File: src/rtl/alu_cond_pkg.sv
package alu_cond_pkg;

  typedef enum logic [1:0] {
    OP_ADD = 2'b00,
    OP_SUB = 2'b01,
    OP_CMP = 2'b10,
    OP_TST = 2'b11
  } aluOp_e;

  // strobes from control to datapath
  typedef struct packed {
    logic invertB;
    logic carryIn;
    logic useLogic;
    logic writeRes;
    logic loadFlags;
  } aluStrobe_t;

  typedef struct packed {
    logic c;
    logic s;
    logic z;
    logic v;
  } flags_t;

  localparam int FLAG_C = 3;
  localparam int FLAG_S = 2;
  localparam int FLAG_Z = 1;
  localparam int FLAG_V = 0;

  // condition code indices
  localparam int CC_Z_SET   = 0;
  localparam int CC_Z_CLR   = 1;
  localparam int CC_C_SET   = 2;
  localparam int CC_C_CLR   = 3;
  localparam int CC_PLUS    = 4;
  localparam int CC_MINUS   = 5;
  localparam int CC_V_SET   = 6;
  localparam int CC_V_CLR   = 7;
  localparam int CC_U_HI    = 8;
  localparam int CC_U_HE    = 9;
  localparam int CC_U_LO    = 10;
  localparam int CC_U_LE    = 11;
  localparam int CC_EQ      = 12;
  localparam int CC_NE      = 13;
  localparam int CC_S_GT    = 14;
  localparam int CC_S_GE    = 15;
  localparam int CC_S_LT    = 16;
  localparam int CC_S_LE    = 17;
  localparam int CC_USED    = 18;

endpackage

File: src/rtl/alu_cond_ctrl.sv
module alu_cond_ctrl
  import alu_cond_pkg::*;
(
  input  logic [1:0] opSel,
  input  logic       flagEn,
  output aluStrobe_t strobe
);

  always_comb begin
    strobe           = '0;
    strobe.loadFlags = flagEn;
    case (aluOp_e'(opSel))
      OP_ADD: begin
        strobe.writeRes = 1'b1;
      end
      OP_SUB: begin
        strobe.invertB  = 1'b1;
        strobe.carryIn  = 1'b1;
        strobe.writeRes = 1'b1;
      end
      OP_CMP: begin
        strobe.invertB  = 1'b1;
        strobe.carryIn  = 1'b1;
      end
      default: begin
        strobe.useLogic = 1'b1;
      end
    endcase
  end

endmodule

File: src/rtl/alu_cond_datapath.sv
module alu_cond_datapath
  import alu_cond_pkg::*;
#(
  parameter int W = 8
) (
  input  logic         clk,
  input  logic         rstN,
  input  logic [W-1:0] opA,
  input  logic [W-1:0] opB,
  input  aluStrobe_t   strobe,
  output logic [W-1:0] resultQ,
  output logic         validQ,
  output flags_t       flagsQ
);

  localparam int LOW_W = W - 1;

  logic [W-1:0] bOperand;
  logic [W-1:0] lowSum;     // LOW_W sum bits plus carry into top bit
  logic [1:0]   topSum;     // top bit plus carry out
  logic         carryTop;   // carry into bit W-1
  logic         carryOut;   // carry out of bit W-1
  logic [W-1:0] addRes;
  logic [W-1:0] andRes;
  logic [W-1:0] nextRes;
  flags_t       nextFlags;

  assign bOperand = strobe.invertB ? ~opB : opB;

  // adder split at the top bit so both top carries are visible
  assign lowSum   = {1'b0, opA[LOW_W-1:0]} + {1'b0, bOperand[LOW_W-1:0]}
                  + {{LOW_W{1'b0}}, strobe.carryIn};
  assign carryTop = lowSum[LOW_W];
  assign topSum   = {1'b0, opA[W-1]} + {1'b0, bOperand[W-1]} + {1'b0, carryTop};
  assign carryOut = topSum[1];
  assign addRes   = {topSum[0], lowSum[LOW_W-1:0]};
  assign andRes   = opA & opB;
  assign nextRes  = strobe.useLogic ? andRes : addRes;

  always_comb begin
    nextFlags.c = strobe.useLogic ? 1'b0 : carryOut;
    nextFlags.s = nextRes[W-1];
    nextFlags.z = (nextRes == '0);
    nextFlags.v = strobe.useLogic ? 1'b0 : (carryTop ^ carryOut);
  end

  always_ff @(posedge clk) begin
    if (!rstN) begin
      flagsQ  <= '0;
      resultQ <= '0;
      validQ  <= 1'b0;
    end else begin
      validQ <= strobe.loadFlags & strobe.writeRes;
      if (strobe.loadFlags) begin
        flagsQ <= nextFlags;
      end
      if (strobe.loadFlags && strobe.writeRes) begin
        resultQ <= nextRes;
      end
    end
  end

endmodule

File: src/rtl/alu_cond_eval.sv
module alu_cond_eval
  import alu_cond_pkg::*;
#(
  parameter int COND_W = 5
) (
  input  flags_t            flags,
  input  logic [COND_W-1:0] condCode,
  output logic              take
);

  localparam int NUM_CODES = 1 << COND_W;

  logic [NUM_CODES-1:0] condVec;
  logic                 signedLess;

  assign signedLess = flags.s ^ flags.v;

  always_comb begin
    condVec           = '0;
    condVec[CC_Z_SET] = flags.z;
    condVec[CC_Z_CLR] = ~flags.z;
    condVec[CC_C_SET] = flags.c;
    condVec[CC_C_CLR] = ~flags.c;
    condVec[CC_PLUS]  = ~flags.s;
    condVec[CC_MINUS] = flags.s;
    condVec[CC_V_SET] = flags.v;
    condVec[CC_V_CLR] = ~flags.v;
    condVec[CC_U_HI]  = flags.c & ~flags.z;
    condVec[CC_U_HE]  = flags.c;
    condVec[CC_U_LO]  = ~flags.c;
    condVec[CC_U_LE]  = ~flags.c | flags.z;
    condVec[CC_EQ]    = flags.z;
    condVec[CC_NE]    = ~flags.z;
    condVec[CC_S_GT]  = ~signedLess & ~flags.z;
    condVec[CC_S_GE]  = ~signedLess;
    condVec[CC_S_LT]  = signedLess;
    condVec[CC_S_LE]  = signedLess | flags.z;
  end

  assign take = condVec[condCode];

endmodule

File: src/rtl/alu_cond_unit.sv
module alu_cond_unit
  import alu_cond_pkg::*;
#(
  parameter int W      = 8,
  parameter int COND_W = 5
) (
  input  logic              clk,
  input  logic              rstN,
  input  logic [W-1:0]      opA,
  input  logic [W-1:0]      opB,
  input  logic [1:0]        opSel,
  input  logic              flagEn,
  input  logic [COND_W-1:0] condCode,
  output logic [W-1:0]      result,
  output logic              resultValid,
  output logic [3:0]        flagsQ,
  output logic              takeBranch
);

  aluStrobe_t strobe;
  flags_t     flagsInt;

  alu_cond_ctrl u_ctrl (
    .opSel  (opSel),
    .flagEn (flagEn),
    .strobe (strobe)
  );

  alu_cond_datapath #(.W(W)) u_dp (
    .clk     (clk),
    .rstN    (rstN),
    .opA     (opA),
    .opB     (opB),
    .strobe  (strobe),
    .resultQ (result),
    .validQ  (resultValid),
    .flagsQ  (flagsInt)
  );

  alu_cond_eval #(.COND_W(COND_W)) u_eval (
    .flags    (flagsInt),
    .condCode (condCode),
    .take     (takeBranch)
  );

  assign flagsQ = flagsInt;

endmodule

File: config.mk
export PLATFORM = sky130hd
export DESIGN_NAME = alu_cond_unit
export DESIGN_NICKNAME = d
export VERILOG_FILES = /design/src/rtl/alu_cond_pkg.sv /design/src/rtl/alu_cond_ctrl.sv /design/src/rtl/alu_cond_datapath.sv /design/src/rtl/alu_cond_eval.sv /design/src/rtl/alu_cond_unit.sv
export SDC_FILE = /design/constraint.sdc
export NUM_CORES = 1
export LEC_CHECK = 0
export ABC_CLOCK_PERIOD_IN_PS = 10900
export BUFFER_PORTS_ARGS = -buffer_cell sky130_fd_sc_hd__clkbuf_2
export CAP_MARGIN = 40
export CORE_UTILIZATION = 40
export DETAILED_ROUTE_END_ITERATION = 7
export GPL_ROUTABILITY_DRIVEN = 0
export PLACE_DENSITY_LB_ADDON = 0.25
export SKIP_CTS_REPAIR_TIMING = 1
export SYNTH_ARGS = -nofsm -noshare
export SYNTH_HDL_FRONTEND = slang
export SYNTH_HIERARCHICAL = 1
export SYNTH_SLANG_ARGS = --single-unit
File: constraint.sdc
create_clock -name clk -period 10.9 [get_ports clk]
set_clock_uncertainty 0.1 [all_clocks]
set_input_delay 2.18 -clock clk [delete_from_list [all_inputs] [get_ports clk]]
set_output_delay 2.18 -clock clk [all_outputs]
set_load 0.05 [all_outputs]
==> impl_metrics.sql <==
INSERT INTO impl_metrics (metric_group, metric, value, unit) VALUES
('final_layout', 'num_antenna_cells', '0', ''),
('clock_tree', 'clockBufferDepth', '2', ''),
('drt', 'number_of_detailed_route_iterations_in_the_first_pass', '4', ''),
('clock_tree', 'clock_sink_total', '13', ''),
('clock_tree', 'clock_insertion_delay_at_the_later_pin_of_the_skew_report', '0.27', 'ns'),
('drt', 'routed-via-count', '1219', ''),
('clock_tree', 'clk_pin_slew', '0.08', 'ns'),
('yosys', 'netlist.top_cell.by_area', 'sky130_fd_sc_hd__dfxtp_1', ''),
('global_route', 'grt_pass1_wl', '4730', 'um'),
('place', 'io_buffers', '39', ''),
('clock_tree', 'cts_tree', 'built', ''),
('yosys', 'syn_avg_cell_area', '8.67', 'sq um'),
('sta', 'postLayoutSetupSlackWorst', '5.22', 'ns'),
('pwr', 'sequential_cell_fraction_of_total_power', '0.292', ''),
('setup_path', 'worstPathRequired', '8.62', 'ns'),
('global_route', 'grt_overflow_total', '0', ''),
('die', 'fp-row-count', '20', ''),
('pwr', 'power_frac_comb', '0.552', ''),
('pwr', 'total_power', '0.188', 'mW'),
('drt', 'avgViaCountPerCell', '5.35', ''),
('final_layout', 'final_common_cell', 'sky130_fd_sc_hd__clkbuf_2', ''),
('sta', 'finalCritPeriodShare', '0.521', ''),
('sta', 'worst_hold_slack', '0.375', 'ns'),
('yosys', 'ys_ff_latch', '13', ''),
('pwr', 'total_leakage_power', '0.762', 'nW'),
('place', 'detailed_place.area', '0.00150', 'sq mm'),
('die', 'initial_core_util', '0.423', ''),
('pwr', 'switching_share', '0.433', ''),
('sta', 'fmax', '176', 'MHz'),
('yosys', 'ys_top_cells_by_area', 'sky130_fd_sc_hd__dfxtp_1 (20%), sky130_fd_sc_hd__ha_1 (8.7%), sky130_fd_sc_hd__xor2_1 (7.4%), sky130_fd_sc_hd__o211a_1 (5.4%), sky130_fd_sc_hd__fa_1 (4.6%)', ''),
('yosys', 'synth_flop_cell', 'sky130_fd_sc_hd__dfxtp_1', ''),
('final_layout', 'fin_nets', '223', ''),
('final_layout', 'postLayoutCellArea', '0.00153', 'sq mm'),
('final_layout', 'layout_common_cells', 'sky130_fd_sc_hd__clkbuf_2 (39), sky130_fd_sc_hd__nand2_1 (13), sky130_fd_sc_hd__dfxtp_1 (13)', ''),
('die', 'ioPinCount', '40', ''),
('drt', 'drt_drc_violations_left', '0', ''),
('die', 'coreArea', '0.00308', 'sq mm'),
('global_route', 'grt_use_total', '0.172', ''),
('place', 'post-place-ws', '5.15', 'ns'),
('global_route', 'first_global_vias', '1122', ''),
('min_path', 'hold_class', 'reg -> reg', ''),
('pwr', 'max-vdd-ir-drop', '0.0000568', 'V'),
('sta', 'worst_slew_margin_relative_to_its_limit', '0.617', ''),
('die', 'chip_height', '59.0', 'um'),
('sta', 'rsz0062_at_grt', 'false', ''),
('run', 'timing.max_cap.violations', '0', ''),
('status', 'run_status', 'finished, final reports clean', ''),
('pwr', 'p_clk_frac', '0.156', ''),
('yosys', 'post_synth_edffs', '0', ''),
('pwr', 'p_per_area', '123', 'mW/mm^2'),
('drt', 'dr.first_iter.drc_count', '69', ''),
('place', 'placed_cells_incl_taps', '224', ''),
('yosys', 'synthesis.nets', '188', ''),
('die', 'die-area', '0.00349', 'sq mm'),
('drt', 'detail_route.wl_per_cell', '12.4', 'um'),
('global_route', 'grt_max_degree', '19', ''),
('yosys', 'post-synth-top-area-fraction', '0.200', ''),
('final_layout', 'layoutNonFillerInstCount', '228', ''),
('global_route', 'antenna_found_initial', '0', ''),
('sta', 'finalMaxSlewViolations', '0', ''),
('pwr', 'netSwitchingPower', '0.0813', 'mW'),
('final_layout', 'share_of_final_layout_standard_cells_stronger_than_drive_strength_1', '0.266', ''),
('clock_tree', 'cts_buffers', '3', ''),
('clock_tree', 'cts.root.buffer_cell', 'sky130_fd_sc_hd__clkbuf_4', ''),
('pwr', 'power.internal', '0.107', 'mW'),
('yosys', 'netlist_area', '0.00130', 'sq mm'),
('sta', 'setup_tns', '0', 'ns'),
('setup_path', 'worst-endpoint-arrival', '3.40', 'ns'),
('yosys', 'yosys_warnings', '6', ''),
('drt', 'wirelength', '2840', 'um'),
('drt', 'final_antenna_net_count', '0', '');
[path summary, 6_finish.rpt]
path	startpoint	to	slack, ns	cells past startpoint
max	condCode[0]	takeBranch	5.22	6
min	u_dp/resultQ[2]	u_dp/resultQ[2]	0.37	2
max reg2reg	u_dp/flagsQ[1]	u_dp/flagsQ[1]	10.01	2
min reg2reg	u_dp/resultQ[2]	u_dp/resultQ[2]	0.37	2
[power by group through the flow]
stage	registers (mW)	logic (mW)	clock network [mW]
CTS	0.0549	0.104	0.0306
detailed placement	0.0560	0.103	0
global route	0.0555	0.114	0.0321
finish	0.0548	0.104	0.0293
global placement	0.0558	0.102	0
floorplan	0.0700	0.0667	0
[cells in the mapped netlist, types with 2 or more instances]
cell type	instances
sky130_fd_sc_hd__clkbuf_1	3
sky130_fd_sc_hd__a21oi_1	3
sky130_fd_sc_hd__ha_1	9
sky130_fd_sc_hd__dfxtp_1	13
sky130_fd_sc_hd__inv_1	5
sky130_fd_sc_hd__nor2_1	7
sky130_fd_sc_hd__nand3_1	6
sky130_fd_sc_hd__nand2_1	13
sky130_fd_sc_hd__a211oi_1	2
sky130_fd_sc_hd__fa_1	3
sky130_fd_sc_hd__nor3b_1	3
sky130_fd_sc_hd__nand2b_1	6
sky130_fd_sc_hd__o211a_1	7
sky130_fd_sc_hd__a211o_1	2
sky130_fd_sc_hd__o21ai_0	8
sky130_fd_sc_hd__nor2b_1	3
sky130_fd_sc_hd__a211oi_2	2
sky130_fd_sc_hd__and2_1	2
sky130_fd_sc_hd__xor2_1	11
sky130_fd_sc_hd__buf_2	3
sky130_fd_sc_hd__a21o_1	2
sky130_fd_sc_hd__buf_4	2
sky130_fd_sc_hd__a31oi_1	3
sky130_fd_sc_hd__and3_1	3
sky130_fd_sc_hd__xnor2_1	3
sky130_fd_sc_hd__mux2i_1	4
[critical path, cell delays in order]
cell	delay, ns
sky130_fd_sc_hd__clkbuf_2	0.15
sky130_fd_sc_hd__xor2_1	0.18
sky130_fd_sc_hd__a2111oi_0	0.40
sky130_fd_sc_hd__nand2_1	0.12
sky130_fd_sc_hd__o221ai_2	0.07
sky130_fd_sc_hd__clkbuf_2	0.30
[sequential cells by signal, summed over array words and instances (netlist names)]
signal / cells
u_dp/flagsQ: 4
u_dp/resultQ: 8
u_dp/validQ: 1
[routing by layer]
metal	GRT usage	wire (um)
met5	0	0
met4	0.0306	0
met2	0.320	1430
met3	0.0153	130
met1	0.218	1280
[layout make-up]
class	instances	area [sq um]
Clock buffer	4	26.3
Fill cell	309	1550
Inverter	5	18.8
Multi-Input combinational cell	123	970
Sequential cell	13	260
Tap cell	44	55.1
Timing Repair Buffer	39	195
[kinds of logic (layout without fill, tap and decap cells)]
kind of cell | Yosys count | count (layout) | share of synthesized area
flip-flops | 13 | 13 | 0.200
adder cells (fa/ha/maj) | 12 | 12 | 0.133
XOR/XNOR | 14 | 14 | 0.0942
multiplexers | 4 | 4 | 0.0308
AND/OR/NAND/NOR | 51 | 51 | 0.214
AO/OA/AOI/OAI | 42 | 42 | 0.273
buffers and inverters | 14 | 48 | 0.0548
(Power assumes the default switching activity.)
